File: src/rtl/bpr_pkg.sv
package bpr_pkg;

  typedef enum logic [1:0] {
    PH_IDLE   = 2'd0,
    PH_BUSY   = 2'd1,
    PH_SETTLE = 2'd2
  } phase_e;

  typedef enum logic {
    OP_PROG  = 1'b0,
    OP_ERASE = 1'b1
  } op_e;

endpackage

File: src/rtl/bpr_timer.sv
module bpr_timer #(
  parameter int CNT_W = 8
) (
  input  logic             clk,
  input  logic             rst_n,
  input  logic             load_i,
  input  logic [CNT_W-1:0] load_val_i,
  input  logic             run_i,
  output logic             zero_o
);

  logic [CNT_W-1:0] cnt_q;
  logic [CNT_W-1:0] cnt_d;
  logic             cnt_en;

  assign zero_o = (cnt_q == '0);

  always_comb begin
    cnt_en = load_i | (run_i & ~zero_o);
    cnt_d  = cnt_q;
    if (load_i) begin
      cnt_d = load_val_i;
    end else if (run_i && !zero_o) begin
      cnt_d = cnt_q - 1'b1;
    end
  end

  always_ff @(posedge clk or negedge rst_n) begin
    if (!rst_n) begin
      cnt_q <= '0;
    end else if (cnt_en) begin
      cnt_q <= cnt_d;
    end
  end

endmodule

File: src/rtl/bpr_toggle.sv
module bpr_toggle (
  input  logic clk,
  input  logic rst_n,
  input  logic rd_i,
  input  logic clear_i,
  input  logic en_i,
  output logic tog_o
);

  logic rd_q;
  logic tog_q;
  logic tog_d;
  logic rd_edge;
  logic tog_en;

  assign rd_edge = rd_i & ~rd_q;
  assign tog_o   = tog_q;

  always_comb begin
    tog_en = clear_i | (en_i & rd_edge);
    tog_d  = clear_i ? 1'b0 : ~tog_q;
  end

  always_ff @(posedge clk or negedge rst_n) begin
    if (!rst_n) begin
      rd_q <= 1'b0;
    end else begin
      rd_q <= rd_i;
    end
  end

  always_ff @(posedge clk or negedge rst_n) begin
    if (!rst_n) begin
      tog_q <= 1'b0;
    end else if (tog_en) begin
      tog_q <= tog_d;
    end
  end

endmodule

File: src/rtl/bpr_outmux.sv
module bpr_outmux
  import bpr_pkg::*;
#(
  parameter int                DATA_W = 8,
  parameter logic [DATA_W-3:0] FILL   = '0
) (
  input  phase_e            phase_i,
  input  logic              erase_i,
  input  logic              msb_i,
  input  logic              tog_i,
  input  logic [DATA_W-1:0] array_i,
  output logic [DATA_W-1:0] dout_o
);

  logic poll_busy;
  logic poll_done;

  assign poll_busy = erase_i ? 1'b0 : ~msb_i;
  assign poll_done = erase_i ? 1'b1 : msb_i;

  always_comb begin
    unique case (phase_i)
      PH_BUSY:   dout_o = {poll_busy, tog_i, FILL};
      PH_SETTLE: dout_o = {poll_done, tog_i, FILL};
      default:   dout_o = array_i;
    endcase
  end

endmodule

File: src/rtl/busy_poll_responder.sv
module busy_poll_responder
  import bpr_pkg::*;
#(
  parameter int                DATA_W        = 8,
  parameter int                PROG_CYCLES   = 5000,
  parameter int                ERASE_CYCLES  = 6250000,
  parameter int                SETTLE_CYCLES = 250,
  parameter logic [DATA_W-3:0] FILL          = '0
) (
  input  logic              clk,
  input  logic              rst_n,
  input  logic              start_i,
  input  logic              op_erase_i,
  input  logic              prog_msb_i,
  input  logic              rd_i,
  input  logic [DATA_W-1:0] array_i,
  output logic [DATA_W-1:0] dout_o,
  output logic              busy_o,
  output logic              settle_o
);

  localparam int LONG_OP    = (ERASE_CYCLES > PROG_CYCLES) ? ERASE_CYCLES : PROG_CYCLES;
  localparam int LONGEST    = (SETTLE_CYCLES > LONG_OP) ? SETTLE_CYCLES : LONG_OP;
  localparam int CNT_W      = (LONGEST < 2) ? 1 : $clog2(LONGEST);
  localparam bit HAS_SETTLE = (SETTLE_CYCLES > 0);
  localparam logic [CNT_W-1:0] PROG_LD   = CNT_W'(PROG_CYCLES - 1);
  localparam logic [CNT_W-1:0] ERASE_LD  = CNT_W'(ERASE_CYCLES - 1);
  localparam logic [CNT_W-1:0] SETTLE_LD = HAS_SETTLE ? CNT_W'(SETTLE_CYCLES - 1) : '0;

  // reset: asynchronous assertion, synchronous release
  logic [1:0] rst_sync_q;
  logic       rst_int_n;

  always_ff @(posedge clk or negedge rst_n) begin
    if (!rst_n) begin
      rst_sync_q <= 2'b00;
    end else begin
      rst_sync_q <= {rst_sync_q[0], 1'b1};
    end
  end
  assign rst_int_n = rst_sync_q[1];

  phase_e           phase_q;
  phase_e           phase_d;
  op_e              op_q;
  logic             msb_q;
  logic             erase_q;
  logic             launch;
  logic             tmr_zero;
  logic             tmr_load;
  logic [CNT_W-1:0] tmr_val;
  logic             tog;

  assign launch  = (phase_q == PH_IDLE) & start_i;
  assign erase_q = (op_q == OP_ERASE);

  always_comb begin
    phase_d = phase_q;
    unique case (phase_q)
      PH_IDLE:   if (start_i)  phase_d = PH_BUSY;
      PH_BUSY:   if (tmr_zero) phase_d = HAS_SETTLE ? PH_SETTLE : PH_IDLE;
      PH_SETTLE: if (tmr_zero) phase_d = PH_IDLE;
      default:   phase_d = PH_IDLE;
    endcase
  end

  always_ff @(posedge clk or negedge rst_int_n) begin
    if (!rst_int_n) begin
      phase_q <= PH_IDLE;
    end else begin
      phase_q <= phase_d;
    end
  end

  // operation descriptor, captured only at launch
  always_ff @(posedge clk or negedge rst_int_n) begin
    if (!rst_int_n) begin
      op_q  <= OP_PROG;
      msb_q <= 1'b0;
    end else if (launch) begin
      op_q  <= op_erase_i ? OP_ERASE : OP_PROG;
      msb_q <= prog_msb_i;
    end
  end

  always_comb begin
    tmr_load = launch | ((phase_q == PH_BUSY) & tmr_zero & HAS_SETTLE);
    if (launch) begin
      tmr_val = op_erase_i ? ERASE_LD : PROG_LD;
    end else begin
      tmr_val = SETTLE_LD;
    end
  end

  bpr_timer #(
    .CNT_W (CNT_W)
  ) u_timer (
    .clk        (clk),
    .rst_n      (rst_int_n),
    .load_i     (tmr_load),
    .load_val_i (tmr_val),
    .run_i      (phase_q != PH_IDLE),
    .zero_o     (tmr_zero)
  );

  bpr_toggle u_toggle (
    .clk     (clk),
    .rst_n   (rst_int_n),
    .rd_i    (rd_i),
    .clear_i (launch),
    .en_i    (phase_q == PH_BUSY),
    .tog_o   (tog)
  );

  bpr_outmux #(
    .DATA_W (DATA_W),
    .FILL   (FILL)
  ) u_outmux (
    .phase_i (phase_q),
    .erase_i (erase_q),
    .msb_i   (msb_q),
    .tog_i   (tog),
    .array_i (array_i),
    .dout_o  (dout_o)
  );

  assign busy_o   = (phase_q == PH_BUSY);
  assign settle_o = (phase_q == PH_SETTLE);

endmodule

File: config.mk
export PLATFORM = sky130hd
export DESIGN_NAME = busy_poll_responder
export DESIGN_NICKNAME = d
export VERILOG_FILES = /design/src/rtl/bpr_pkg.sv /design/src/rtl/bpr_timer.sv /design/src/rtl/bpr_toggle.sv /design/src/rtl/bpr_outmux.sv /design/src/rtl/busy_poll_responder.sv
export SDC_FILE = /design/constraint.sdc
export NUM_CORES = 1
export LEC_CHECK = 0
export ABC_AREA = 1
export BUFFER_PORTS_ARGS = -buffer_cell sky130_fd_sc_hd__buf_2
export CORE_ASPECT_RATIO = 0.9
export CORE_MARGIN = 2
export CORE_UTILIZATION = 30
export CTS_CLUSTER_DIAMETER = 150
export DETAILED_ROUTE_END_ITERATION = 8
export GPL_TIMING_DRIVEN = 0
export HOLD_SLACK_MARGIN = 0.03
export PLACE_DENSITY = 0.46
export SYNTH_ARGS = -nofsm -noshare
export SYNTH_HDL_FRONTEND = slang
export SYNTH_SLANG_ARGS = --single-unit
File: constraint.sdc
create_clock -name clk -period 1.5 [get_ports clk]
set_input_delay 0.3 -clock clk [delete_from_list [all_inputs] [get_ports clk]]
set_output_delay 0.3 -clock clk [all_outputs]
set_load 0.01 [all_outputs]
---- After elaboration in Yosys (flattened, before gate mapping) ----
Cells that the tools add are included.
cells by class
  $add $sub $neg .......................... 1
  eq/ne operators ......................... 5
  multiplexer cells ....................... 13
  bitwise operators ....................... 12
  reduce and logical (&&, ||, !) cells .... 8
operator list
  operator                 count
  $mux W23                 4
  $logic_not A23 Y1        1
  $sub A23 B1 Y23 const B  1
  $pmux W8 S2              1
  $mux W2                  3
  $pmux W2 S3              1
  $and A1 B1 Y1            5
  $mux W1                  4
  $ne A2 B2 Y1 const B     2
  $not A1 Y1               4
  $reduce_bool A2 Y1       2
  $or A1 B1 Y1             3
  $reduce_and A3 Y1        1
  $eq A2 B1 Y1 const B     1
  $eq A2 B2 Y1 const B     1
  $logic_not A2 Y1         1
  $ne A2 B1 Y1 const B     1
  $reduce_and A2 Y1        1
  $logic_and A1 B1 Y1      1
  $logic_not A1 Y1         1
word-level totals
  register bits ........................... 31
  input port bits ......................... 14
  logic and storage cells ................. 46

---- Logic depth before layout (Yosys ltp) ----
Gate-level depths: netlist (run 1).
  depth after elaboration ................. 5
  gate-level depth with buffers ........... 12

---- Modules after synthesis ----
A second synthesis (run 1) with hierarchy kept.
second synthesis, totals
  cell total of the unflattened synthesis .. 350
  area, all modules ....................... 2255.9 um^2
modules (own cells, without submodules)
  module               times used  cells each  area each (um^2)  seq. area each (um^2)
  bpr_timer            1           278         1740.4            575.6
  busy_poll_responder  1           32          275.3             150.1
  bpr_outmux           1           29          150.1             0.0
  bpr_toggle           1           11          90.1              50.0

---- Worst setup path after synthesis (run 1) ----
Ideal clock, no wire load.
  kind .................................... reg2reg
  start point ............................. register u_timer.cnt_q[0]
  end point ............................... register u_timer.cnt_q[14]
  arrival time ............................ 1.502 ns
  data required time ...................... 1.383 ns
  setup slack ............................. -0.120 ns
  cell stages (with the launch flop) ...... 12
  buffers on the path ..................... 2
  clock period less this slack ............ 1.620 ns
  path through ............................ dfrtp_1 -> inv_1 -> ha_1 -> nand2_1 -> nor2_2 -> nand3_2 -> nand2_4 -> nand3_4 -> buf_8 -> buf_12 -> nand3_1 -> nand2_1
on the way
  word-level cells in the longest chain between the ends .. 5
ends and longest elaborated chain
  element                                                                  RTL line         source
  from (decl)                                                              bpr_timer.sv:12  logic [CNT_W-1:0] cnt_q;
  from (signal assigned)                                                   bpr_timer.sv:32  cnt_q <= cnt_d;
  parallel branches: the longest is 5 deep, another holds $sub A23 B1 Y23  --
Parallel ways; which one is timed is not known. The select of a mux whose other input is x is not followed.
A chain may end at the register's enable or synchronous reset.

---- Worst setup path in the final report (run 1) ----
  start point ............................. register phase_q[0]
  end point ............................... register u_timer.cnt_q[3]
on the way
  word-level cells in the longest chain between the ends .. 5
ends and longest elaborated chain
  element                                                       RTL line                                              source
  from (decl)                                                   busy_poll_responder.sv:43                             phase_e phase_q;
  from (signal assigned)                                        busy_poll_responder.sv:71                             phase_q <= phase_d;
  $eq A2 B1 Y1 or $logic_not A2 Y1 (tied branches)              busy_poll_responder.sv:87, busy_poll_responder.sv:54
  $and A1 B1 Y1 (on tied branches)                              busy_poll_responder.sv:87, busy_poll_responder.sv:54
  $or A1 B1 Y1                                                  busy_poll_responder.sv:87                             tmr_load = launch | ((phase_q == PH_BUSY) & tmr_zero & HAS_SETTLE);
  $reduce_bool A2 Y1 (no line) or $or A1 B1 Y1 (tied branches)  --
  $reduce_and A2 Y1 (no line)                                   --
Several ways; a longest one is shown, not always the timed one.

==> reports/results.ini, run 1 <==
[timing]
worst_pin_slew_ns=0.701
period_needed_ns=1.74
finClkSkew_ns=0.00578
setup_slack_ns=-0.244
fin_tns_setup_ns=-5.89
hold_viol_final=0
relSlewSlack=0.533
finalSetupViolations=34
whs_ns=0.124
clock.fmax_mhz=573
maxSlewViolCount=0
grt_setup_unrepaired=yes
period_share=1.16

[logic_synthesis]
avgSynthCellArea_um2=6.92
synthCells=313
ys_seq_area_frac=0.358
yosys.area.top_type_share=0.358
yosys-top-cells-area=dfrtp_1 (36%), nand2_1 (18%), nand3_1 (8.3%)
ys_warn_count=0
synthesis.nets=333
synthArstFlopShare=1.00
yosys_register_bits=31
synth_edf_count=0
syn_area_um2=2160
synthDistinctLibCells=30
synth_top_area_cell=dfrtp_1
synth_ff_type=dfrtp_1

[critical_path]
required_ns=1.68
r2r_end=u_timer.cnt_q[3]$_DFFE_PN0P_
r2r_slack_ns=-0.24
r2r.worst_path.cells=10
crit_slowest_cell=dfrtp_1
end_kind=register
path_cells=buf_6, ha_4, buf_6, buf_12, nand4_1, buf_6, nand2_8, buf_6, o21ai_2, nand2_1
crit_type=register to register
rr_startpoint=phase_q[0]$_DFFE_PN0P_
max_stage_delay_ns=0.41
crit_fanout=5
crit_top_cell=buf_6
cp-start-kind=register
critPathArrivalTime_ns=1.92

[layout]
ff_latch_area_um2=787
antenna_cells=0
drive_gt1_frac=0.568
multi_input_comb_area_um2=1750
area_delta_synth_final_pct=76.0
fin_cells=517
fin_nets=443
fillers=611
final_cell_area_um2=3810

[clock_tree]
cts_made_buffers=5
tritoncts=yes
root_buffer=clkbuf_8
clock_latency_ns=0.29
cts_sinks=31
htree_levels=2
clk_pin_slew_ns=0.07
cts_max_path_buffers=2

[hold_path]
hp-class=input pin to register
min-delay-start=rd_i
whs_endpoint=u_toggle.rd_q$_DFF_PN0_
whs_path_depth=1

[placement]
port_buffers=23
dp.cells=429
place_area_um2=2410
gp_congestion=0.839
dpl.hpwl_um=4370

[route]
firstDrtPassIters=4
routed-via-count=2486
routed_wl_um=7720
drt_iter0_markers=111
via_per_inst=4.81
wl_per_cell_um=14.9
drc_errors=0
final_antenna_net_count=0

[run_status]
violations=setup timing
outcome=finished, violations left

[die]
rows=29
die_x_um=93.5
io_pins=24
start_util=0.309
die_area_um2=7910
core-area_um2=7000
die_y_um=84.6

[grt]
overflow=0
track_usage=0.192
grt_antenna_before_repair=0
grt_pass1_wl_um=11800
grt_max_degree=30
grt_pass1_vias=2426

[power]
p_leak_nw=1.88
power_density_nw_per_um2=2300
ir_drop_v=0.000806
total_power_mw=8.75

[flow_run]
maxCapViolCount=0

==> cell type report <==
| type | instances | share of cell area |
|---|---|---|
| Inverter | 30 | 0.0352 |
| Sequential cell | 31 | 0.207 |
| Buffer | 5 | 0.0181 |
| Timing Repair Buffer | 103 | 0.228 |
| Clock buffer | 5 | 0.0181 |
| Tap cell | 93 | 0.0306 |
| Multi-Input combinational cell | 247 | 0.458 |
| Clock inverter | 3 | 0.00526 |
==> per-stage QoR <==
step | setup WS [ns] | util
floorplan | -0.0470 | -
global placement | -0.378 | 0.345
detailed placement | -0.384 | 0.345
CTS | -0.214 | 0.466
global route | -0.350 | 0.544
finish | -0.244 | 0.544
==> Yosys cell counts, types with 3 or more instances <==
master / number
nand2_1: 101
nor2_1: 41
nand3_1: 36
dfrtp_1: 31
inv_1: 29
o21ai_0: 15
nor2_2: 8
nand4_1: 7
ha_1: 6
xor2_1: 6
a21oi_1: 3
clkbuf_1: 3
nand2_2: 3
nor2_4: 3
or2_2: 3
==> layer usage <==
layer / wire (um) / part of all wire / global-route usage
met1: 3410 / 0.44 / 0.260
met2: 3670 / 0.48 / 0.300
met3: 395 / 0.051 / 0.0395
met4: 245 / 0.032 / 0.0738
met5: 0 / 0 / 0
==> report_power, final <==
group / total (mW) / internal [mW] / switching (mW)
Sequential: 1.51 / 1.17 / 0.336
Combinational: 6.54 / 3.15 / 3.39
Clock: 0.695 / 0.323 / 0.372
Total: 8.75 / 4.65 / 4.10
==> placed cells by master, fill, tap and decap left out, drive strengths merged <==
| cell | count |
|---|---|
| xor2 | 6 |
| nor3b | 1 |
| a21oi | 3 |
| conb | 1 |
| o211ai | 2 |
| clkinv | 2 |
| xnor2 | 1 |
| nand3b | 2 |
| nand3 | 38 |
| nand4 | 8 |
| buf | 104 |
| and2 | 2 |
| ha | 6 |
| inv | 28 |
| clkbuf | 8 |
| clkinvlp | 3 |
| dlygate4sd3 | 1 |
| nand2 | 106 |
| dfrtp | 31 |
| o21ai | 15 |
| or2 | 4 |
| nor2 | 52 |
==> sequential cells by signal, summed over array words and instances (netlist names) <==
name            count
rst_sync_q          2
u_toggle.rd_q       1
u_toggle.tog_o      1
u_timer.cnt_q      23
erase_q             1
phase_q             2
msb_q               1
==> kinds of logic after synthesis <==
family                     synth area share
and+or+nand+nor                       0.449
xor gates and xnor gates             0.0283
other                               0.00173
DFF                                   0.358
buffers and inverters                0.0798
AOI/OAI and AO/OA                    0.0485
adders and majority gates            0.0347
==> critical path, delay by kind of cell (launching register included) <==
family,cells,cell delay [ns]
buffers and inverters,5,0.65
flip-flops,1,0.41
AND/OR/NAND/NOR,3,0.26
adder cells (fa/ha/maj),1,0.18
AO/OA/AOI/OAI,1,0.14
==> how the worst max path moves through the flow <==
stage | startpoint | end | slack [ns] | cells after the start
floorplan | u_timer.cnt_q[8]$_DFFE_PN0P_ | u_timer.cnt_q[1]$_DFFE_PN0P_ | -0.05 | 10
global placement | u_timer.cnt_q[7]$_DFFE_PN0P_ | u_timer.cnt_q[10]$_DFFE_PN0P_ | -0.38 | 8
detailed placement | u_timer.cnt_q[5]$_DFFE_PN0P_ | u_timer.cnt_q[16]$_DFFE_PN0P_ | -0.38 | 8
CTS | phase_q[1]$_DFFE_PN0P_ | dout_o[5] | -0.21 | 5
global route | phase_q[1]$_DFFE_PN0P_ | dout_o[6] | -0.35 | 5
finish | phase_q[0]$_DFFE_PN0P_ | u_timer.cnt_q[3]$_DFFE_PN0P_ | -0.24 | 10
==> repair_timing <==
item | CTS | global route
pin swaps | 23 | 29
gates resized for setup | 92 | 90
hold endpoints to repair | 2 | 0
endpoints found under the setup margin | 38 | 36
cloned | 2 | 1
setup buffers | 54 | 24
hold buffers | 1 | 0
(Power assumes the default switching activity.)
==> run 2: changes to the inputs <==
- CTS_BUF_LIST: unset -> sky130_fd_sc_hd__clkbuf_16
==> run 2 against run 1 <==
  * The flow still finishes with violations (setup timing)
  * Non-clock buffer count decreased by 26
  * Flip-flop and latch count unchanged
  * Global-route usage down 0.34 points
  * Cell count down 5.0%
  * First-iteration DRC count increased by 28%
  * Worst hold slack improved by 0.013 ns
  * Via count decreased by 5.8%
  * Core utilization shrank 4.4 points
  * Critical endpoint is now u_timer.cnt_q[5]$_DFFE_PN0P_
  * Largest cell class unchanged
  * Largest power group unchanged
  * Highest routed layer unchanged
==> reports/results.ini, run 2 (synthesis gave the netlist of run 1 again) <==
[run_status]
outcome=finished, violations left
violations=setup timing

[route]
final_antenna_net_count=0  ; unchanged
via_per_inst=4.77  ; -0.76%
firstDrtPassIters=4  ; unchanged
routed-via-count=2343  ; -5.8%
routed_wl_um=7280  ; -5.6%
drc_errors=0  ; unchanged
wl_per_cell_um=14.8  ; -0.63%
drt_iter0_markers=142  ; +28%

[layout]
final_cell_mix=nand2_1 (84), buf_4 (39), nor2_4 (22)
drive_gt1_frac=0.492  ; -0.0759
fin_nets=417  ; -5.9%
final_common_cell=nand2_1
largest_reg_flops=23  ; unchanged
area_delta_synth_final_pct=61.6
antenna_cells=0  ; unchanged
regMostFlops=u_timer.cnt_q
reg.largest.list=u_timer.cnt_q x23, phase_q x2, rst_sync_q x2
final_cell_area_um2=3500  ; -8.1%
fin_util=0.500  ; -0.0443

[critical_path]
required_ns=1.68  ; about the same
path_cells=nor2_4, nand2_2, nor2_4, nand3_4, nand2_4, nand3_4, buf_8, clkbuf_16, nand2_1, nand2_1
cp-start-kind=register
critPathArrivalTime_ns=1.91  ; about the same
critical-path-top-delay-family=simple AND/OR/NAND/NOR gates
cp_num_buf_inv=2  ; -3
crit_fanout=6  ; +1
crit_type=register to register
max_stage_delay_ns=0.47  ; +0.06 ns
crit_slowest_cell=dfrtp_2
end_kind=register

[placement]
dpl.hpwl_um=4370  ; unchanged
gp_congestion=0.839  ; unchanged
preCtsSetupSlack_ns=-0.384  ; unchanged
port_buffers=23  ; unchanged
place_area_um2=2410  ; unchanged

[clock_tree]
clock_latency_ns=0.28  ; about the same
cts_made_buffers=5  ; unchanged
tritoncts=yes
cts_sinks=31  ; unchanged
clk_pin_slew_ns=0.06  ; about the same
htree_levels=2  ; unchanged
root_buffer=clkbuf_16
cts_max_path_buffers=2  ; unchanged

[grt]
grt_pass1_wl_um=11500  ; -2.4%
grt_max_degree=30  ; unchanged
track_usage=0.188  ; -0.00340
grt_antenna_before_repair=0  ; unchanged
grt_pass1_vias=2319  ; -4.4%
overflow=0  ; unchanged

[flow_run]
maxCapViolCount=0  ; unchanged

[die]
die_x_um=93.5  ; unchanged
io_pins=24  ; unchanged
core-area_um2=7000  ; unchanged
start_util=0.309  ; unchanged
die_y_um=84.6  ; unchanged
die_area_um2=7910  ; unchanged
rows=29  ; unchanged

[timing]
finalSetupViolations=34  ; unchanged
hold_viol_final=0  ; unchanged
grt_setup_unrepaired=yes
maxSlewViolCount=0  ; unchanged
period_share=1.16  ; -0.00589
setup_slack_ns=-0.236  ; +0.00884 ns
finClkSkew_ns=0.00318  ; -0.00260 ns
relSlewSlack=0.534  ; +0.00125
clock.fmax_mhz=576  ; +0.51%
whs_ns=0.137  ; +0.0130 ns
worst_pin_slew_ns=0.699  ; -0.00187 ns
period_needed_ns=1.74  ; -0.00883 ns

[power]
p_leak_nw=1.70  ; -9.8%
ir_drop_v=0.000801  ; -0.56%
power_density_nw_per_um2=2340  ; +1.9%
total_power_mw=8.19  ; -6.4%

[hold_path]
hp-class=input pin to register

run 2: changes by cell type in the layout (fill, tap and decap cells not counted), sizes merged:
cell	change
clkinv	-1
inv	+2
clkinvlp	-1
buf	-26
run 2: path summary, 6_finish.rpt:
| path | startpoint | to | slack (ns) | cells past startpoint |
|---|---|---|---|---|
| max | u_timer.cnt_q[19]$_DFFE_PN0P_ | u_timer.cnt_q[5]$_DFFE_PN0P_ | -0.24 | 10 |
| min | rd_i | u_toggle.rd_q$_DFF_PN0_ | 0.14 | 1 |
| max reg2reg | u_timer.cnt_q[19]$_DFFE_PN0P_ | u_timer.cnt_q[5]$_DFFE_PN0P_ | -0.24 | 10 |
| min reg2reg | rst_sync_q[1]$_DFF_PN0_ | u_timer.cnt_q[6]$_DFFE_PN0P_ | 0.32 | 0 |
| max in group asynchronous | rst_sync_q[1]$_DFF_PN0_ | u_timer.cnt_q[20]$_DFFE_PN0P_ | 0.68 | 0 |
| min in group asynchronous | rst_sync_q[1]$_DFF_PN0_ | u_timer.cnt_q[6]$_DFFE_PN0P_ | 0.32 | 0 |
run 2: area by class of cell:
cell class	count	area [um^2]
Inverter	30	125
Sequential cell	31	790
Buffer	5	71.3
Clock buffer	5	125
Timing Repair Buffer	77	634
Clock inverter	3	20.0
Fill cell	663	3500
Multi-Input combinational cell	247	1620
Tap cell	93	116
run 2: per-stage QoR:
| stage | TNS (ns) | std cells |
|---|---|---|
| 4_1_cts | -4.84 | 480 |
| 5_1_grt | -8.19 | 491 |
| 2_1_floorplan | -0.375 | 313 |
| 6_report | -5.96 | 491 |
| 3_3_place_gp | -7.98 | 429 |
| 3_5_place_dp | -8.23 | 429 |
run 2: timing repair:
action	CTS	global route
hold endpoints to repair	2	0
resized for setup	87	65
buffers inserted	42	11
hold buffers	1	0
endpoints found under the setup margin	37	37
pin swaps	27	30
cloned	1	2
run 2: layer usage:
layer | up-vias | part of all wire | track usage | wire length [um]
met5 | - | 0 | 0 | 0
met4 | 0 | 0.024 | 0.0580 | 178
met3 | 15 | 0.037 | 0.0404 | 271
met2 | 42 | 0.46 | 0.289 | 3370
met1 | 1118 | 0.48 | 0.265 | 3470
li1 | 1168 | - | - | -
run 2: power by group:
part	total, mW	switching, mW	internal [mW]	leakage [nW]
clock	1.02	0.409	0.611	0.0658
sequential	1.60	0.424	1.18	0.379
combinational	5.57	2.97	2.59	1.25
==> run 3: changes to the inputs <==
- ABC_AREA: 1 -> unset
- PLACE_DENSITY: 0.46 -> 0.47
==> run 3 against run 2 <==
  * The run still ends with setup timing left
  * Worst hold slack better by 0.0040 ns
  * Sequential share of layout area rose by 5.8 points
  * Critical path depth fell by 5
  * Cell area fell by 21%
  * Maximum frequency down 16%
  * Clock skew rose by 0.0015 ns
  * Critical path type unchanged
==> reports/results.ini, run 3 <==
[placement]
port_buffers=23  ; unchanged
gp_congestion=0.777  ; -7.4%
dpl.hpwl_um=3330  ; -24%
place_area_um2=2080  ; -14%

[grt]
track_usage=0.165  ; -0.0233
grt_antenna_before_repair=0  ; unchanged
grt_pass1_vias=1677  ; -28%
grt_pass1_wl_um=8570  ; -25%
grt_max_degree=30  ; unchanged
overflow=0  ; unchanged

[run_status]
outcome=finished, violations left
violations=setup timing

[power]
clkPwrFrac=0.221  ; +0.096
p_sw_frac=0.384  ; -0.0805
total_power_mw=4.45  ; -46%
p_leak_nw=1.17  ; -31%
seq_power_share=0.327  ; +0.131
ir_drop_v=0.000443  ; -45%
combPwrFrac=0.452  ; -0.228
power_density_nw_per_um2=1610  ; -31%
p_int_mw=2.74  ; -37%
switchingPower_mw=1.71  ; -55%

[layout]
fin_nets=268  ; -36%
multi_input_comb_area_um2=1220  ; -25%
regMostFlops=u_timer.cnt_q
largest_reg_flops=23  ; unchanged
final_cell_mix=dfrtp_1 (25), buf_2 (21), buf_4 (20), nand2_1 (16), buf_6 (12)
fillers=572  ; -14%
reg.largest.list=u_timer.cnt_q x23, phase_q x2, rst_sync_q x2
drive_gt1_frac=0.462  ; -0.0306
final_common_cell=dfrtp_1
ff_latch_area_um2=783  ; -0.79%
antenna_cells=0  ; unchanged
final_cell_area_um2=2760  ; -21%
fin_util=0.459  ; -0.0401
area_delta_synth_final_pct=50.3

[clock_tree]
htree_levels=2  ; unchanged
tritoncts=yes
cts_made_buffers=5  ; unchanged
cts_max_path_buffers=2  ; unchanged
root_buffer=clkbuf_16
clock_latency_ns=0.28  ; about the same
clk_pin_slew_ns=0.06  ; about the same
cts_sinks=31  ; unchanged

[timing]
hold_viol_final=0  ; unchanged
period_needed_ns=2.06  ; +0.328 ns
relSlewSlack=0.539  ; +0.00513
finalSetupViolations=34  ; unchanged
worst_pin_slew_ns=0.691  ; -0.00770 ns
clock.fmax_mhz=485  ; -16%
finClkSkew_ns=0.00467  ; +0.00149 ns
setup_slack_ns=-0.563  ; -0.328 ns
grt_setup_unrepaired=yes
whs_ns=0.141  ; +0.00401 ns
fin_tns_setup_ns=-13.54  ; -7.58 ns
maxSlewViolCount=0  ; unchanged
period_share=1.38  ; +0.218

[logic_synthesis]
synth_edf_count=0  ; unchanged
synthArstFlopShare=1.00  ; unchanged
syn_area_um2=1840  ; -15%
synth_ff_type=dfrtp_1
yosys.area.top_type_share=0.422  ; +0.0637
yosys-top-cells-area=dfrtp_1 (42%), xnor2_1 (4.3%), ha_1 (4.1%)
synth_top_area_cell=dfrtp_1
synthesis.nets=210  ; -37%
synthDistinctLibCells=54  ; +80%
post-synth-top-count-cell=dfrtp_1
synth_commonest_cells=dfrtp_1 (31), nand2_1 (19), nor2_1 (12), a21oi_1 (9), xnor2_1 (9)
ys_seq_area_frac=0.422  ; +0.0637
ys_warn_count=0  ; unchanged
avgSynthCellArea_um2=9.67  ; +40%
yosys_register_bits=31  ; unchanged
synthCells=190  ; -39%

[die]
core-area_um2=6010  ; -14%
die_x_um=86.5  ; -7.5%
io_pins=24  ; unchanged
die_y_um=78.3  ; -7.5%
rows=27  ; -6.9%
start_util=0.306  ; -0.00343
die_area_um2=6770  ; -14%

[route]
via_per_inst=5.25  ; +10%
drc_errors=0  ; unchanged
wl_per_cell_um=16.9  ; +14%
firstDrtPassIters=4  ; unchanged
routed_wl_um=5420  ; -26%
routed-via-count=1686  ; -28%
final_antenna_net_count=0  ; unchanged
drt_iter0_markers=63  ; -56%

[critical_path]
crit_fanout=7  ; +1
max_stage_delay_ns=0.53  ; +0.06 ns
crit_start=u_timer.cnt_q[2]$_DFFE_PN0P_
r2r.worst_path.cells=5  ; -5
critPathArrivalTime_ns=2.21  ; +0.30 ns
crit_end=u_timer.cnt_q[21]$_DFFE_PN0P_
cp-start-kind=register
path_cells=nor4_4, nand4_1, a2111o_1, o311ai_1, o41ai_1
crit_slowest_cell=a2111o_1
crit_type=register to register
required_ns=1.65  ; -0.03 ns
r2r_slack_ns=-0.56  ; -0.33 ns
end_kind=register
rr_startpoint=u_timer.cnt_q[2]$_DFFE_PN0P_
r2r_end=u_timer.cnt_q[21]$_DFFE_PN0P_

[hold_path]
hp-class=input pin to register

[flow_run]
maxCapViolCount=0  ; unchanged

run 3: changes by cell type after synthesis, sizes merged, moves of 6 or more:
| cell | change |
|---|---|
| nand3 | -31 |
| nor2b | +7 |
| nor2 | -40 |
| xnor2 | +8 |
| a21oi | +6 |
| inv | -23 |
| a211oi | +7 |
| nor3 | +6 |
| nand2 | -86 |
| o21ai | -10 |
run 3: kinds of logic (layout without fill, tap and decap cells):
group | after synthesis | after routing | share of synthesized area
AND/OR/NAND/NOR | 79 | 79 | 0.248
other | 1 | 1 | 0.00204
flip-flops | 31 | 31 | 0.422
adder cells (fa/ha/maj) | 6 | 6 | 0.0408
buffers and inverters | 16 | 75 | 0.0415
AO/OA/AOI/OAI | 45 | 45 | 0.186
XOR/XNOR | 10 | 10 | 0.0477
multiplexers | 2 | 2 | 0.0116
run 3: worst max-delay path, delay by kind of cell, from the launching register on:
kind / cells / cell delay, ns
flip-flops: 1 / 0.46
AO/OA/AOI/OAI: 3 / 0.93
AND/OR/NAND/NOR: 2 / 0.54
run 3: worst min-delay path by stage:
stage,slack [ns],cells after the start,from,end
2_1_floorplan,0.004,0,rst_n,rst_sync_q[0]$_DFF_PN0_
3_3_place_gp,0.09,1,rst_n,rst_sync_q[0]$_DFF_PN0_
3_5_place_dp,0.09,1,rst_n,rst_sync_q[0]$_DFF_PN0_
4_1_cts,0.14,1,rd_i,u_toggle.rd_q$_DFF_PN0_
5_1_grt,0.14,1,rd_i,u_toggle.rd_q$_DFF_PN0_
6_report,0.14,1,rd_i,u_toggle.rd_q$_DFF_PN0_
run 3: layout make-up:
type,count,area share
Timing Repair Buffer,52,0.143
Clock inverter,3,0.00453
Clock buffer,5,0.0453
Tap cell,72,0.0326
Sequential cell,31,0.284
Buffer,8,0.0403
Multi-Input combinational cell,143,0.442
Inverter,7,0.00951
run 3: metal layers:
metal  global-route usage  wire length [um]  up-vias
li1                     -                 -      820
met1                0.224              2640      842
met2                0.262              2600       19
met3               0.0442               134        5
met4               0.0375                55        0
met5                    0                 0        -
run 3: what timing repair did:
item | CTS | global route
cloned | 2 | 0
setup endpoints to repair | 36 | 37
setup buffers | 14 | 13
hold buffers | 1 | 0
pin swaps | 13 | 10
gates resized for setup | 53 | 25
endpoints found under the hold margin | 2 | 0
run 3: power by group through the flow:
stage,combinational (mW),clock [mW],sequential [mW]
finish,2.01,0.984,1.45
global route,2.20,1.03,1.50
CTS,1.85,1.00,1.43
detailed placement,1.37,0,1.42
global placement,1.37,0,1.42
floorplan,1.01,0,1.34
run 3: stage by stage:
step | worst slack (ns) | cells
floorplan | -0.392 | 190
CTS | -0.571 | 309
global route | -0.644 | 321
global placement | -0.658 | 285
detailed placement | -0.647 | 285
finish | -0.563 | 321
